**src/rtl/rxdm_pkg.sv**
```systemverilog
package rxdm_pkg;
  localparam int OWN_BIT  = 0;
  localparam int WRAP_BIT = 1;
  localparam int SOF_BIT  = 14;
  localparam int EOF_BIT  = 15;

  typedef enum logic [1:0] {
    OP_DESC_RD,
    OP_BYTE_WR,
    OP_STAT_WR,
    OP_ADDR_WR
  } busOpT;

  typedef enum logic [2:0] {
    S_IDLE,
    S_FETCH,
    S_FILL,
    S_STAT,
    S_OWN,
    S_DROP
  } ctrlStateT;

  typedef struct packed {
    logic  startFrame;
    logic  acceptBytes;
    logic  latchDesc;
    logic  popByte;
    logic  advance;
    logic  flush;
    logic  incResErr;
    busOpT op;
  } ctrlStrobesT;
endpackage

```
**src/rtl/rxdm_byte_fifo.sv**
```systemverilog
module rxdm_byte_fifo #(
  parameter int DEPTH = 8,
  localparam int PTR_W = (DEPTH > 1) ? $clog2(DEPTH) : 1,
  localparam int FC_W  = $clog2(DEPTH + 1)
) (
  input  logic            clk,
  input  logic            rstN,
  input  logic            push,
  input  logic            pop,
  input  logic            flush,
  input  logic [7:0]      din,
  output logic [7:0]      dout,
  output logic [FC_W-1:0] count
);
  logic [7:0]       store [DEPTH];
  logic [PTR_W-1:0] wrPtr, rdPtr;

  function automatic logic [PTR_W-1:0] bump(input logic [PTR_W-1:0] p);
    return (p == PTR_W'(DEPTH - 1)) ? '0 : p + 1'b1;
  endfunction

  always_ff @(posedge clk) begin
    if (push) store[wrPtr] <= din;
  end

  always_ff @(posedge clk) begin
    if (!rstN || flush) begin
      wrPtr <= '0;
      rdPtr <= '0;
      count <= '0;
    end else begin
      if (push) wrPtr <= bump(wrPtr);
      if (pop)  rdPtr <= bump(rdPtr);
      count <= count + FC_W'(push) - FC_W'(pop);
    end
  end

  assign dout = store[rdPtr];

  assert_fifo_no_overfill_R8: assert property (@(posedge clk) disable iff (!rstN)
    push |-> (count < FC_W'(DEPTH)));
  assert_fifo_no_underflow_R3: assert property (@(posedge clk) disable iff (!rstN)
    pop |-> (count != '0));
endmodule

```
**src/rtl/rxdm_datapath.sv**
```systemverilog
module rxdm_datapath
  import rxdm_pkg::*;
#(
  parameter int          ADDR_W     = 32,
  parameter int          LEN_W      = 12,
  parameter int          BUF_BYTES  = 128,
  parameter int          FIFO_DEPTH = 8,
  parameter int          CNT_W      = 16,
  parameter logic [31:0] QUEUE_BASE = 32'h0000_0100
) (
  input  logic              clk,
  input  logic              rstN,
  input  ctrlStrobesT       stb,
  input  logic              rxValid,
  input  logic [7:0]        rxData,
  input  logic              rxLast,
  input  logic              cfgStripFcs,
  input  logic [31:0]       memRdata,
  output logic [ADDR_W-1:0] memAddr,
  output logic [31:0]       memWdata,
  output logic              memWe,
  output logic              memByte,
  output logic              descOwned,
  output logic              fifoHasData,
  output logic              frameEnd,
  output logic              bufFull,
  output logic              lastSeen,
  output logic              overflowSeen,
  output logic [CNT_W-1:0]  resErrCnt
);
  localparam int DESC_BYTES = 8;
  localparam int FCS_BYTES  = 4;
  localparam int OFF_W      = $clog2(BUF_BYTES) + 1;
  localparam int FC_W       = $clog2(FIFO_DEPTH + 1);

  logic [ADDR_W-1:0] descPtr;
  logic [31:0]       descWord;
  logic [OFF_W-1:0]  offset;
  logic [LEN_W-1:0]  frameLen;
  logic              sofFlag, stripLat;
  logic [FC_W-1:0]   fifoCount, keepCount;
  logic [7:0]        fifoDout;
  logic              fifoFull, fifoPush;
  logic [31:0]       statusWord;

  assign fifoFull = (fifoCount == FC_W'(FIFO_DEPTH));
  assign fifoPush = rxValid && stb.acceptBytes && !fifoFull;

  rxdm_byte_fifo #(.DEPTH(FIFO_DEPTH)) byteFifo (
    .clk   (clk),
    .rstN  (rstN),
    .push  (fifoPush),
    .pop   (stb.popByte),
    .flush (stb.flush),
    .din   (rxData),
    .dout  (fifoDout),
    .count (fifoCount)
  );

  assign keepCount   = stripLat ? FC_W'(FCS_BYTES) : '0;
  assign fifoHasData = fifoCount > keepCount;
  assign frameEnd    = lastSeen && (fifoCount <= keepCount);
  assign bufFull     = (offset == OFF_W'(BUF_BYTES));
  assign descOwned   = memRdata[OWN_BIT];

  always_ff @(posedge clk) begin
    if (!rstN) begin
      descPtr      <= QUEUE_BASE[ADDR_W-1:0];
      descWord     <= '0;
      offset       <= '0;
      frameLen     <= '0;
      sofFlag      <= 1'b0;
      stripLat     <= 1'b0;
      lastSeen     <= 1'b0;
      overflowSeen <= 1'b0;
      resErrCnt    <= '0;
    end else begin
      if (stb.startFrame) begin
        frameLen <= '0;
        sofFlag  <= 1'b1;
        stripLat <= cfgStripFcs;
        lastSeen <= rxLast;
      end else if (rxValid && rxLast) begin
        lastSeen <= 1'b1;
      end
      if (stb.flush) overflowSeen <= 1'b0;
      else if (rxValid && stb.acceptBytes && fifoFull) overflowSeen <= 1'b1;
      if (stb.latchDesc) begin
        descWord <= memRdata;
        offset   <= '0;
      end
      if (stb.popByte) begin
        offset   <= offset + 1'b1;
        frameLen <= frameLen + 1'b1;
      end
      if (stb.advance) begin
        descPtr <= descWord[WRAP_BIT] ? QUEUE_BASE[ADDR_W-1:0]
                                      : descPtr + ADDR_W'(DESC_BYTES);
        sofFlag <= 1'b0;
      end
      if (stb.incResErr) resErrCnt <= resErrCnt + 1'b1;
    end
  end

  always_comb begin
    statusWord = '0;
    statusWord[LEN_W-1:0] = frameLen;
    statusWord[SOF_BIT]   = sofFlag;
    statusWord[EOF_BIT]   = frameEnd;
  end

  always_comb begin
    memWe    = (stb.op != OP_DESC_RD);
    memByte  = (stb.op == OP_BYTE_WR);
    memAddr  = descPtr;
    memWdata = '0;
    case (stb.op)
      OP_BYTE_WR: begin
        memAddr  = {descWord[ADDR_W-1:2], 2'b00} + ADDR_W'(offset);
        memWdata = {24'h0, fifoDout};
      end
      OP_STAT_WR: begin
        memAddr  = descPtr + ADDR_W'(4);
        memWdata = statusWord;
      end
      OP_ADDR_WR: memWdata = descWord | 32'h1;
      default: ;
    endcase
  end

  assert_buffer_bound_R5: assert property (@(posedge clk) disable iff (!rstN)
    stb.popByte |-> (offset < OFF_W'(BUF_BYTES)));
  assert_ptr_step_R5: assert property (@(posedge clk) disable iff (!rstN)
    (descPtr != $past(descPtr)) |->
      ((descPtr == QUEUE_BASE[ADDR_W-1:0]) || (descPtr == $past(descPtr) + ADDR_W'(DESC_BYTES))));
  assert_reserr_step_R6: assert property (@(posedge clk) disable iff (!rstN)
    (resErrCnt != $past(resErrCnt)) |-> $past(stb.incResErr));
endmodule

```
**src/rtl/rxdm_ctrl.sv**
```systemverilog
module rxdm_ctrl
  import rxdm_pkg::*;
(
  input  logic        clk,
  input  logic        rstN,
  input  logic        rxValid,
  input  logic        memGnt,
  input  logic        memErr,
  input  logic        descOwned,
  input  logic        fifoHasData,
  input  logic        frameEnd,
  input  logic        bufFull,
  input  logic        lastSeen,
  input  logic        overflowSeen,
  output logic        memReq,
  output ctrlStrobesT stb,
  output logic        overrunIrq,
  output logic        bufUnavailIrq,
  output logic        frameDoneIrq
);
  ctrlStateT state, nextState;
  logic goOverrun, goUnavail, goDone;

  always_comb begin
    stb       = '0;
    stb.op    = OP_DESC_RD;
    memReq    = 1'b0;
    nextState = state;
    goOverrun = 1'b0;
    goUnavail = 1'b0;
    goDone    = 1'b0;
    case (state)
      S_IDLE: begin
        stb.acceptBytes = 1'b1;
        if (rxValid) begin
          stb.startFrame = 1'b1;
          nextState      = S_FETCH;
        end
      end
      S_FETCH: begin
        stb.acceptBytes = 1'b1;
        if (overflowSeen) goOverrun = 1'b1;
        else begin
          memReq = 1'b1;
          if (memGnt) begin
            if (memErr)         goOverrun = 1'b1;
            else if (descOwned) goUnavail = 1'b1;
            else begin
              stb.latchDesc = 1'b1;
              nextState     = S_FILL;
            end
          end
        end
      end
      S_FILL: begin
        stb.acceptBytes = 1'b1;
        if (overflowSeen) goOverrun = 1'b1;
        else if (bufFull || frameEnd) nextState = S_STAT;
        else if (fifoHasData) begin
          memReq = 1'b1;
          stb.op = OP_BYTE_WR;
          if (memGnt) begin
            if (memErr) goOverrun = 1'b1;
            else        stb.popByte = 1'b1;
          end
        end
      end
      S_STAT: begin
        stb.acceptBytes = 1'b1;
        if (overflowSeen) goOverrun = 1'b1;
        else begin
          memReq = 1'b1;
          stb.op = OP_STAT_WR;
          if (memGnt) begin
            if (memErr) goOverrun = 1'b1;
            else        nextState = S_OWN;
          end
        end
      end
      S_OWN: begin
        stb.acceptBytes = 1'b1;
        if (overflowSeen) goOverrun = 1'b1;
        else begin
          memReq = 1'b1;
          stb.op = OP_ADDR_WR;
          if (memGnt) begin
            if (memErr) goOverrun = 1'b1;
            else begin
              stb.advance = 1'b1;
              if (frameEnd) begin
                goDone    = 1'b1;
                stb.flush = 1'b1;
                nextState = S_IDLE;
              end else begin
                nextState = S_FETCH;
              end
            end
          end
        end
      end
      S_DROP: begin
        if (lastSeen) nextState = S_IDLE;
      end
      default: nextState = S_IDLE;
    endcase
    if (goOverrun || goUnavail) begin
      stb.flush = 1'b1;
      nextState = S_DROP;
    end
    stb.incResErr = goUnavail;
  end

  always_ff @(posedge clk) begin
    if (!rstN) begin
      state         <= S_IDLE;
      overrunIrq    <= 1'b0;
      bufUnavailIrq <= 1'b0;
      frameDoneIrq  <= 1'b0;
    end else begin
      state         <= nextState;
      overrunIrq    <= goOverrun;
      bufUnavailIrq <= goUnavail;
      frameDoneIrq  <= goDone;
    end
  end

  assert_irq_exclusive_R11: assert property (@(posedge clk) disable iff (!rstN)
    $onehot0({overrunIrq, bufUnavailIrq, frameDoneIrq}));
  assert_irq_pulse_R11: assert property (@(posedge clk) disable iff (!rstN)
    (overrunIrq || bufUnavailIrq || frameDoneIrq) |=> !(overrunIrq || bufUnavailIrq || frameDoneIrq));
  assert_unavail_quiet_R6: assert property (@(posedge clk) disable iff (!rstN)
    bufUnavailIrq |-> !memReq);
  assert_overrun_quiet_R8: assert property (@(posedge clk) disable iff (!rstN)
    overrunIrq |-> !memReq);
  assert_done_idle_R10: assert property (@(posedge clk) disable iff (!rstN)
    frameDoneIrq |-> !memReq);
  assert_req_held_R3: assert property (@(posedge clk) disable iff (!rstN)
    (memReq && !memGnt) |=> (memReq || overflowSeen));
endmodule

```
**src/rtl/rx_desc_mgr.sv**
```systemverilog
module rx_desc_mgr
  import rxdm_pkg::*;
#(
  parameter int          ADDR_W     = 32,
  parameter int          LEN_W      = 12,
  parameter int          BUF_BYTES  = 128,
  parameter int          FIFO_DEPTH = 8,
  parameter int          CNT_W      = 16,
  parameter logic [31:0] QUEUE_BASE = 32'h0000_0100
) (
  input  logic              clk,
  input  logic              rstN,
  input  logic              cfgStripFcs,
  input  logic              rxValid,
  input  logic [7:0]        rxData,
  input  logic              rxLast,
  output logic              memReq,
  output logic              memWe,
  output logic              memByte,
  output logic [ADDR_W-1:0] memAddr,
  output logic [31:0]       memWdata,
  input  logic [31:0]       memRdata,
  input  logic              memGnt,
  input  logic              memErr,
  output logic              bufUnavailIrq,
  output logic              overrunIrq,
  output logic              frameDoneIrq,
  output logic [CNT_W-1:0]  resErrCnt
);
  ctrlStrobesT stb;
  logic descOwned, fifoHasData, frameEnd, bufFull, lastSeen, overflowSeen;

  rxdm_ctrl ctrl (
    .clk           (clk),
    .rstN          (rstN),
    .rxValid       (rxValid),
    .memGnt        (memGnt),
    .memErr        (memErr),
    .descOwned     (descOwned),
    .fifoHasData   (fifoHasData),
    .frameEnd      (frameEnd),
    .bufFull       (bufFull),
    .lastSeen      (lastSeen),
    .overflowSeen  (overflowSeen),
    .memReq        (memReq),
    .stb           (stb),
    .overrunIrq    (overrunIrq),
    .bufUnavailIrq (bufUnavailIrq),
    .frameDoneIrq  (frameDoneIrq)
  );

  rxdm_datapath #(
    .ADDR_W     (ADDR_W),
    .LEN_W      (LEN_W),
    .BUF_BYTES  (BUF_BYTES),
    .FIFO_DEPTH (FIFO_DEPTH),
    .CNT_W      (CNT_W),
    .QUEUE_BASE (QUEUE_BASE)
  ) dpath (
    .clk          (clk),
    .rstN         (rstN),
    .stb          (stb),
    .rxValid      (rxValid),
    .rxData       (rxData),
    .rxLast       (rxLast),
    .cfgStripFcs  (cfgStripFcs),
    .memRdata     (memRdata),
    .memAddr      (memAddr),
    .memWdata     (memWdata),
    .memWe        (memWe),
    .memByte      (memByte),
    .descOwned    (descOwned),
    .fifoHasData  (fifoHasData),
    .frameEnd     (frameEnd),
    .bufFull      (bufFull),
    .lastSeen     (lastSeen),
    .overflowSeen (overflowSeen),
    .resErrCnt    (resErrCnt)
  );
endmodule

```
**config.mk**
```make
export PLATFORM = sky130hd
export DESIGN_NAME = rx_desc_mgr
export DESIGN_NICKNAME = d
export VERILOG_FILES = /design/src/rtl/rxdm_pkg.sv /design/src/rtl/rxdm_byte_fifo.sv /design/src/rtl/rxdm_datapath.sv /design/src/rtl/rxdm_ctrl.sv /design/src/rtl/rx_desc_mgr.sv
export SDC_FILE = /design/constraint.sdc
export NUM_CORES = 1
export LEC_CHECK = 0
export ABC_AREA = 1
export BUFFER_PORTS_ARGS = -buffer_cell sky130_fd_sc_hd__clkbuf_2
export CELL_PAD_IN_SITES_DETAIL_PLACEMENT = 0
export CELL_PAD_IN_SITES_GLOBAL_PLACEMENT = 1
export CORE_AREA = 2 2 168 170
export DETAILED_ROUTE_END_ITERATION = 16
export DIE_AREA = 0 0 170 172
export PLACE_DENSITY_LB_ADDON = 0.1
export SYNTH_ARGS = -nofsm -noshare
export SYNTH_HDL_FRONTEND = slang
export SYNTH_SLANG_ARGS = --single-unit
```
**constraint.sdc**
```tcl
create_clock -name clk -period 2.72 [get_ports clk]
set_input_delay 0.272 -clock clk [delete_from_list [all_inputs] [get_ports clk]]
set_output_delay 0.272 -clock clk [all_outputs]
set_load 0.01 [all_outputs]
```
Yosys cells after proc, flatten, opt, wreduce, memory -nomap -nowiden
Memory sizes are Yosys's and may differ from the RTL's. A register that Yosys moved wholly into a read port is not among the register bits.
Cells that the tools add are included.
- $add $sub $neg: 10
- magnitude comparators: 2
- equal/unequal tests: 40
- muxes and demuxes: 76
- bitwise logic cells: 3
- reductions and logical operators: 23
- operator list (operator ; number):
    $pmux W32 S3 ; 1
    $pmux W32 S2 ; 1
    $mux W3 ; 20
    $mux W1 ; 37
    $add A32 B3 Y32 const B ; 1
    $add A32 B4 Y32 const B ; 1
    $add A32 B8 Y32 ; 1
    $mux W32 ; 1
    $reduce_and A14 Y1 ; 2
    $mux W12 ; 2
    $ne A2 B2 Y1 const B ; 12
    $ne A3 B2 Y1 const B ; 8
    $pmux W3 S6 ; 1
    $add A16 B1 Y16 const B ; 1
    $mux W2 ; 8
    $mux W8 ; 2
    $add A12 B1 Y12 const B ; 1
    $eq A3 B3 Y1 const B ; 4
    $ne A3 B3 Y1 const B ; 4
    $reduce_or A5 Y1 ; 2
    $add A8 B1 Y8 const B ; 1
    $eq A8 B8 Y1 const B ; 1
    $reduce_bool A2 Y1 ; 4
    $add A3 B1 Y3 const B ; 2
    20 further kinds ; 36
- bits in registers: 120
- RAM bits: 64
- output and inout bits: 86
- logic and storage cells: 172
- memories kept: 1
- memories (memory ; words ; bits a word ; read ports ; clocked after Yosys merged registers in ; wr ports ; RTL line ; RTL):
    dpath.byteFifo.store ; 8 ; 8 ; 1 ; 1 ; 1 ; rxdm_byte_fifo.sv:15 ; logic [7:0] store [DEPTH];

Longest topological paths before layout
Gate-level depths: netlist of run 1.
- word-level depth: 11
- depth in mapped cells: 15
- gate-level depth less buffers: 15

Cells and area by module
From an unflattened synthesis of run 1, not the netlist that was laid out.
- cell total of the unflattened synthesis: 1519
- area, all modules: 10575.1 sq um
- modules (own cells, without submodules) (module ; instances ; cells each ; area an instance (sq um) ; seq. area each (sq um)):
    rxdm_datapath ; 1 ; 1059 ; 6498.7 ; 2001.9
    rxdm_byte_fifo ; 1 ; 363 ; 3495.9 ; 2182.1
    rxdm_ctrl ; 1 ; 97 ; 580.6 ; 120.1

Worst setup path before layout of run 1
No wires, ideal clock.
- path kind: register to output
- from: register dpath.byteFifo.count[2]
- to: output port memAddr[15]
- data arrival time: 2.682 ns
- data required time: 2.448 ns
- setup slack: -0.234 ns
- cell stages (with the launch flop): 16
- cell sequence: dfxtp_1 inv_1 ha_1 inv_1 nor2_1 a21oi_1 nand2_1 or3_1 nand2_1 ha_1 clkinv_1 nor2_1 clkinv_1 a21oi_1 o21ai_0 o21ai_0
- longest elaborated chain between the ends: 8
- elaborated cells on any way between the ends: 11
- ends and longest elaborated chain (element ; RTL line ; RTL):
    start, declared ; rxdm_byte_fifo.sv:13 ; output logic [FC_W-1:0] count
    start signal, assigned ; rxdm_byte_fifo.sv:34 ; count <= count + FC_W'(push) - FC_W'(pop);
    $le A4 B4 Y1 ; rxdm_datapath.sv:62 ; assign frameEnd = lastSeen && (fifoCount <= keepCount);
    $logic_and A1 B1 Y1 ; rxdm_datapath.sv:62 ;
    $logic_or A1 B1 Y1 ; rxdm_ctrl.sv:58 ; else if (bufFull || frameEnd) nextState = S_STAT;
    $mux W2 * ; rxdm_ctrl.sv:58 ;
    $mux W2 * ; rxdm_ctrl.sv:57 ; if (overflowSeen) goOverrun = 1'b1;
    $pmux W2 S3 * ; rxdm_ctrl.sv:32 ; case (state)
    $eq A2 B1 Y1 * ; -- ;
    via memByte ; rx_desc_mgr.sv:19 ; output logic memByte,
    $pmux W32 S2 * ; rxdm_datapath.sv:117 ; case (stb.op)
    end, declared ; rx_desc_mgr.sv:20 ; output logic [ADDR_W-1:0] memAddr,
The timed path passes the listed nets; every way through them passes the cells marked *.

Worst setup path in the final report of run 1
- from: register dpath.byteFifo.count[2]
- to: output port memAddr[3]
- longest elaborated chain between the ends: 8
- elaborated cells on any way between the ends: 11
- ends and longest elaborated chain (element ; RTL line):
    $le A4 B4 Y1 ; rxdm_datapath.sv:62
    $logic_and A1 B1 Y1 ; rxdm_datapath.sv:62
    $logic_or A1 B1 Y1 ; rxdm_ctrl.sv:58
    $mux W2 * ; rxdm_ctrl.sv:58
    $mux W2 * ; rxdm_ctrl.sv:57
    $pmux W2 S3 * ; rxdm_ctrl.sv:32
    $eq A2 B2 Y1 or $eq A2 B1 Y1 (tied branches) ; rxdm_datapath.sv:117
    $pmux W32 S2 * ; rxdm_datapath.sv:117
Every way passes the cells marked *; elsewhere a longest branch is shown, timed or not.

==> results.py, run 1 <==
metrics = {
    "layout": {
        "syn_to_final_growth_pct": 32.1,
        "drive_above_1_share_pct": 26.0,
        "n_antenna_cell": 0,
        "stdcell_area_um2": 13600,
        "layout.cells.non_filler": 2033,
        "seq_area_um2": 4310,
        "fin_nets": 1748,
        "multi_input_area_um2": 5740,
        "utilization_pct": 49.3,
        "mostFrequentLayoutCells": "nand2_1 (377), nor2_1 (167), inv_1 (137), dfxtp_1 (117), a21oi_1 (108)",
        "final_common_cell": "nand2_1",
        "num-fill-cells": 2783,
    },
    "clock_network": {
        "cts_buffers": 17,
        "clk_latency_ns": 0.45,
        "clock-sinks": 183,
        "htreeDepth": 4,
        "cts.clk_slew.worst_paths_ns": 0.08,
        "cts_tree": "done",
        "clock-root-buffer": "clkbuf_16",
        "cts_buffer_depth": 2,
    },
    "drt": {
        "post_drt_wl_per_cell_um": 16.5,
        "ant_nets": 0,
        "drtIter0Drc": 616,
        "routed_wl_mm": 33.6,
        "via_count": 10200,
        "viasPerCell": 5.02,
        "firstDrtPassIters": 9,
        "drc": 0,
    },
    "global_route": {
        "antenna_found_initial": 0,
        "grt_overflow_total": 0,
        "grt_pass1_wl_mm": 51.2,
        "grtUsageTotal_pct": 22.7,
        "grt_pass1_vias": 9564,
        "grt_max_degree": 64,
    },
    "sta": {
        "fin_worst_skew_ns": 0.0122,
        "period_share_pct": 118,
        "fin_ws_ns": -0.478,
        "maxSlewViolCount": 0,
        "max_freq_mhz": 313,
        "hold_slack_ns": 0.0256,
        "fin_crit_ns": 3.20,
        "worstMarginPinSlew_ns": 0.518,
        "hold_viol": 0,
        "rsz0062_at_grt": "yes",
        "relSlewSlack_pct": 65.2,
        "finalSetupViolCount": 135,
    },
    "min_path": {
        "worstHoldEndpoint": "dpath.descWord[6]",
        "min_path_cells": 3,
        "hold_class": "in2reg",
        "hp-start": "memRdata[6]",
    },
    "run": {
        "maxCapViolations": 0,
    },
    "yosys": {
        "synth_fp_nets": 1526,
        "synth-edff-count": 64,
        "syn_inst": 1452,
        "syn-cell-area_um2": 10300,
        "synth_seq_area_share_pct": 41.9,
        "yosysWarnings": 0,
        "async_flop_share_pct": 0,
        "ys_seq_elements": 183,
        "synthFlopType": "dfxtp_1",
        "synth_cell_types": 51,
        "synth.avg_cell_area_um2": 7.07,
    },
    "floorplan": {
        "core-area_um2": 27500,
        "die_y_um": 172,
        "initial_core_util_pct": 37.3,
        "ios": 133,
        "die_x_um": 170,
        "dieArea_um2": 29200,
        "std_cell_rows": 61,
    },
    "critical_path": {
        "reg2reg_depth": 20,
        "rr_endpoint": "dpath.byteFifo.count[2]",
        "r2r_slack_ns": -0.45,
        "crit_type": "reg2out",
        "crit_path_start_kind": "flip-flop",
        "r2r-start": "dpath.byteFifo.count[2]",
        "crit_fanout": 6,
        "arrival_ns": 2.93,
        "cp.required_ns": 2.45,
        "end_kind": "primary output",
        "crit_start": "dpath.byteFifo.count[2]",
    },
    "placed_design": {
        "pre_cts_ws_ns": -0.194,
        "gp_congestion": 0.878,
        "dp_hpwl_mm": 24.4,
        "numPortBuffers": 132,
        "dp.cells": 1957,
        "placed_area_um2": 11800,
    },
    "status": {
        "violations": "negative setup slack",
        "status": "finished with violations",
    },
    "power_and_ir_drop": {
        "power.switching_mw": 3.15,
        "peakVddDrop_v": 0.000408,
        "p_comb_share_pct": 33.6,
        "power.leakage_nw": 5.57,
        "power.internal_mw": 5.53,
        "power_frac_seq_pct": 35.5,
        "p_per_area_nw_per_um2": 640,
        "swShare_pct": 36.3,
        "clkPwrFrac_pct": 30.8,
    },
}
-- repair_timing --
| action | CTS | global route |
|---|---|---|
| hold buffers | 0 | 0 |
| gates cloned | 1 | 5 |
| setup buffers | 29 | 16 |
| pin swaps | 30 | 26 |
| setup endpoints to repair | 65 | 148 |
| gates resized for setup | 87 | 167 |
| endpoints found under the hold margin | 0 | 0 |
-- power by group through the flow --
stage               Sequential, mW  Combinational, mW  Clock [mW]
finish                        3.08               2.92        2.68
global placement              3.14               1.96           0
CTS                           3.08               2.56        2.74
floorplan                     3.12               1.15           0
global route                  3.10               3.19        2.84
detailed placement            3.14               1.97           0
-- metrics by stage --
| stage | TNS (ns) | power [mW] |
|---|---|---|
| 6_report | -49.20 | 8.68 |
| 3_3_place_gp | -3.53 | 5.10 |
| 5_1_grt | -69.81 | 9.13 |
| 4_1_cts | -53.14 | 8.37 |
| 2_1_floorplan | 0 | 4.27 |
| 3_5_place_dp | -5.14 | 5.11 |
-- logic make-up (layout without fill, tap and decap cells) --
family	count (synthesis)	in the layout	share of synthesized area [%]
XOR/XNOR	11	11	0.939
buffers and inverters	202	437	7.86
flip-flops	183	183	41.9
AO/OA/AOI/OAI	224	224	11.7
adder cells (fa/ha/maj)	27	27	3.44
AND/OR/NAND/NOR	805	805	34.1
-- Yosys cell counts, drive strengths merged, types with 18 or more instances --
master  instances  area [um^2]
nand2         401         1530
nor2          199          805
inv           148          558
a21oi         124          632
dfxtp         119         2380
nand3         108          568
o21ai          73          369
edfxtp         64         1920
nor3           48          272
nand4          34          219
clkbuf         29          109
ha             25          313
buf            18          114
-- flip-flops by register name, summed over array words and instances (netlist names), 3 cells and up, named ones only --
name,cells
dpath.frameLen,12
dpath.descWord,31
dpath.byteFifo.store,64
ctrl.state,3
dpath.byteFifo.count,4
dpath.offset,8
dpath.descPtr,29
dpath.byteFifo.wrPtr,3
dpath.resErrCnt,16
dpath.byteFifo.rdPtr,3
-- metal layers --
layer	part of all wire (%)	up-vias	global-route usage, %
met4	1.8	0	6.13
met1	44	4706	28.6
met3	4.6	43	3.55
li1	-	5226	-
met5	0	-	0
met2	50	233	40.4
-- critical path, cell delays in order, from the launching register on --
cell and delay, ns:
dfxtp_2 0.33, inv_2 0.04, ha_4 0.23, inv_2 0.04, nor2_2 0.04, a21oi_2 0.13
nand2_1 0.08, or3_4 0.35, nand2_4 0.09, ha_4 0.21, nor2_4 0.17, buf_4 0.15
clkbuf_16 0.13, nand2_1 0.06, o21ai_0 0.11, buf_4 0.17, clkbuf_2 0.13
-- worst max path at each step --
stage / slack, ns / cells past startpoint / endpoint
after CTS: -0.55 / 16 / memAddr[6]
final: -0.48 / 16 / memAddr[3]
after global placement: -0.17 / 15 / memAddr[7]
after detailed placement: -0.19 / 15 / memAddr[7]
after global routing: -0.63 / 16 / memAddr[3]
after floorplan: 0.01 / 14 / memAddr[10]
-- layout make-up --
cell class	instances	share of cell area, %
repair inverters	1	0.0554
inverters	155	4.52
clock inverters	15	1.56
repair buffers	249	13.4
multi-input cells	1067	42.3
clock buffers	17	3.14
flip-flops and latches	183	31.8
well taps	346	3.19
No activity file was read; power rests on OpenSTA's default activity.
==> run 2: changes to the inputs <==
- CORE_AREA: 2 2 168 170 -> 2 2 187 152
- DIE_AREA: 0 0 170 172 -> 0 0 189 154
==> results.py, run 2 (same netlist as run 1, synthesis figures left out) <==
metrics = {
    "critical_path": {
        "crit_fanout": 7,
        "crit_type": "reg2out",
        "crit_path_start_kind": "flip-flop",
        "cp.required_ns": 2.45,
        "end_kind": "primary output",
        "arrival_ns": 2.92,
        "reg2reg_depth": 25,
    },
    "sta": {
        "worstMarginPinSlew_ns": 0.511,
        "fin_crit_ns": 3.19,
        "relSlewSlack_pct": 65.6,
        "hold_viol": 0,
        "fin_worst_skew_ns": 0.0144,
        "max_freq_mhz": 313,
        "hold_slack_ns": 0.0483,
        "finalSetupViolCount": 83,
        "tns_ns": -31.30,
        "rsz0062_at_grt": "yes",
        "fin_ws_ns": -0.473,
        "maxSlewViolCount": 0,
        "period_share_pct": 117,
    },
    "layout": {
        "syn_to_final_growth_pct": 28.7,
        "n_antenna_cell": 0,
        "largest_register_ffs": 64,
        "utilization_pct": 48.8,
        "mostFrequentLayoutCells": "nand2_1 (382), nor2_1 (174), inv_1 (137), dfxtp_1 (117), a21oi_1 (109)",
        "top_register": "dpath.byteFifo.store",
        "drive_above_1_share_pct": 23.6,
        "final_common_cell": "nand2_1",
        "fin_nets": 1727,
        "stdcell_area_um2": 13200,
        "top_regs": "dpath.byteFifo.store x64, dpath.descWord x31, dpath.descPtr x29",
    },
    "power_and_ir_drop": {
        "p_comb_share_pct": 33.9,
        "clkPwrFrac_pct": 29.8,
        "p_per_area_nw_per_um2": 642,
        "power.switching_mw": 2.91,
        "power.leakage_nw": 5.44,
        "power_frac_seq_pct": 36.4,
        "swShare_pct": 34.3,
        "power.internal_mw": 5.57,
        "peakVddDrop_v": 0.000473,
    },
    "drt": {
        "ant_nets": 0,
        "post_drt_wl_per_cell_um": 17.0,
        "firstDrtPassIters": 7,
        "drtIter0Drc": 909,
        "viasPerCell": 5.05,
        "via_count": 10300,
        "drc": 0,
        "routed_wl_mm": 34.6,
    },
    "clock_network": {
        "cts_buffers": 17,
        "cts_buffer_depth": 2,
        "clock-sinks": 183,
        "clock-root-buffer": "clkbuf_16",
        "cts.clk_slew.worst_paths_ns": 0.07,
        "hold_buffers": 0,
        "clk_latency_ns": 0.45,
        "cts_tree": "done",
        "htreeDepth": 4,
    },
    "global_route": {
        "grt_overflow_total": 0,
        "grt_pass1_wl_mm": 53.0,
        "grt_max_degree": 64,
        "grt_pass1_vias": 9448,
        "antenna_found_initial": 0,
        "grtUsageTotal_pct": 23.3,
    },
    "floorplan": {
        "core-area_um2": 27100,
        "die_y_um": 154,
        "std_cell_rows": 54,
        "ios": 133,
        "die_x_um": 189,
        "initial_core_util_pct": 37.9,
        "dieArea_um2": 29100,
    },
    "run": {
        "maxCapViolations": 0,
    },
    "min_path": {
        "hold_class": "in2reg",
        "min_path_cells": 3,
    },
    "placed_design": {
        "placed_area_um2": 11700,
        "dp_hpwl_mm": 25.0,
        "gp_congestion": 0.945,
        "numPortBuffers": 132,
    },
    "status": {
        "status": "finished with violations",
        "violations": "negative setup slack",
    },
}
run 2: cell count changes in the layout (fill, tap and decap cells not counted), moves of 5 or more:
cell,change
o21ai_1,+7
buf_4,-9
buf_6,-12
nand2_1,+5
buf_2,+5
inv_12,-7
nor2_1,+7
o21ai_2,-5
nor2_2,-5
run 2: repair_timing:
action                     4_1_cts  5_1_grt
resized for setup               55      175
setup buffers                   15        8
pin swaps                        6       38
gates cloned                     0        7
hold endpoints to repair         0        0
setup endpoints to repair       66       84
run 2: worst max-delay path, cell delays in order, from the launching register on:
cell       delay [ns]
dfxtp_2          0.31
inv_2            0.07
ha_4             0.20
inv_2            0.07
nor2_4           0.04
a21oi_4          0.15
nand2_2          0.08
or3_4            0.41
nand2_4          0.09
ha_4             0.21
nor2_4           0.19
buf_8            0.18
clkbuf_16        0.15
nand2_1          0.05
o21ai_1          0.13
buf_2            0.15
run 2: per-stage QoR:
stage,std cells,total power [mW],setup slack [ns]
after floorplan,1452,4.27,0.0112
after global placement,1969,5.05,-0.247
after detailed placement,1969,5.06,-0.299
after CTS,2016,7.97,-0.499
after global routing,2030,8.91,-0.596
final,2030,8.48,-0.473
run 2: layer usage:
layer  vias up  global-route usage (%)  wire length (um)
li1       5174                       -                 -
met1      4722                    36.3             17600
met2       336                    33.0             14200
met3        27                    4.61              2500
met4         0                    4.50               300
met5         -                       0                 0
run 2: power groups by stage:
stage	clock network, mW	registers [mW]	logic [mW]
floorplan	0	3.12	1.15
global placement	0	3.14	1.91
detailed placement	0	3.14	1.92
CTS	2.57	3.07	2.32
global route	2.70	3.10	3.11
finish	2.52	3.08	2.87
run 2: final cells by class:
| class | count | area (um^2) |
|---|---|---|
| Sequential cell | 183 | 4310 |
| Inverter | 155 | 607 |
| Fill cell | 2763 | 13900 |
| Clock inverter | 12 | 141 |
| Multi-Input combinational cell | 1067 | 5650 |
| Timing Repair Buffer | 228 | 1610 |
| Tap cell | 364 | 455 |
| Timing Repair inverter | 1 | 6.26 |
| Clock buffer | 20 | 437 |
run 2: path summary, 6_finish.rpt:
path,end,from,slack [ns]
worst min-delay path,dpath.descWord[2],memRdata[2],0.05
worst max register to register,dpath.byteFifo.rdPtr[2],dpath.byteFifo.count[2],-0.43
worst min register to register,dpath.sofFlag,dpath.sofFlag,0.47
worst max-delay path,memAddr[19],dpath.byteFifo.count[2],-0.47
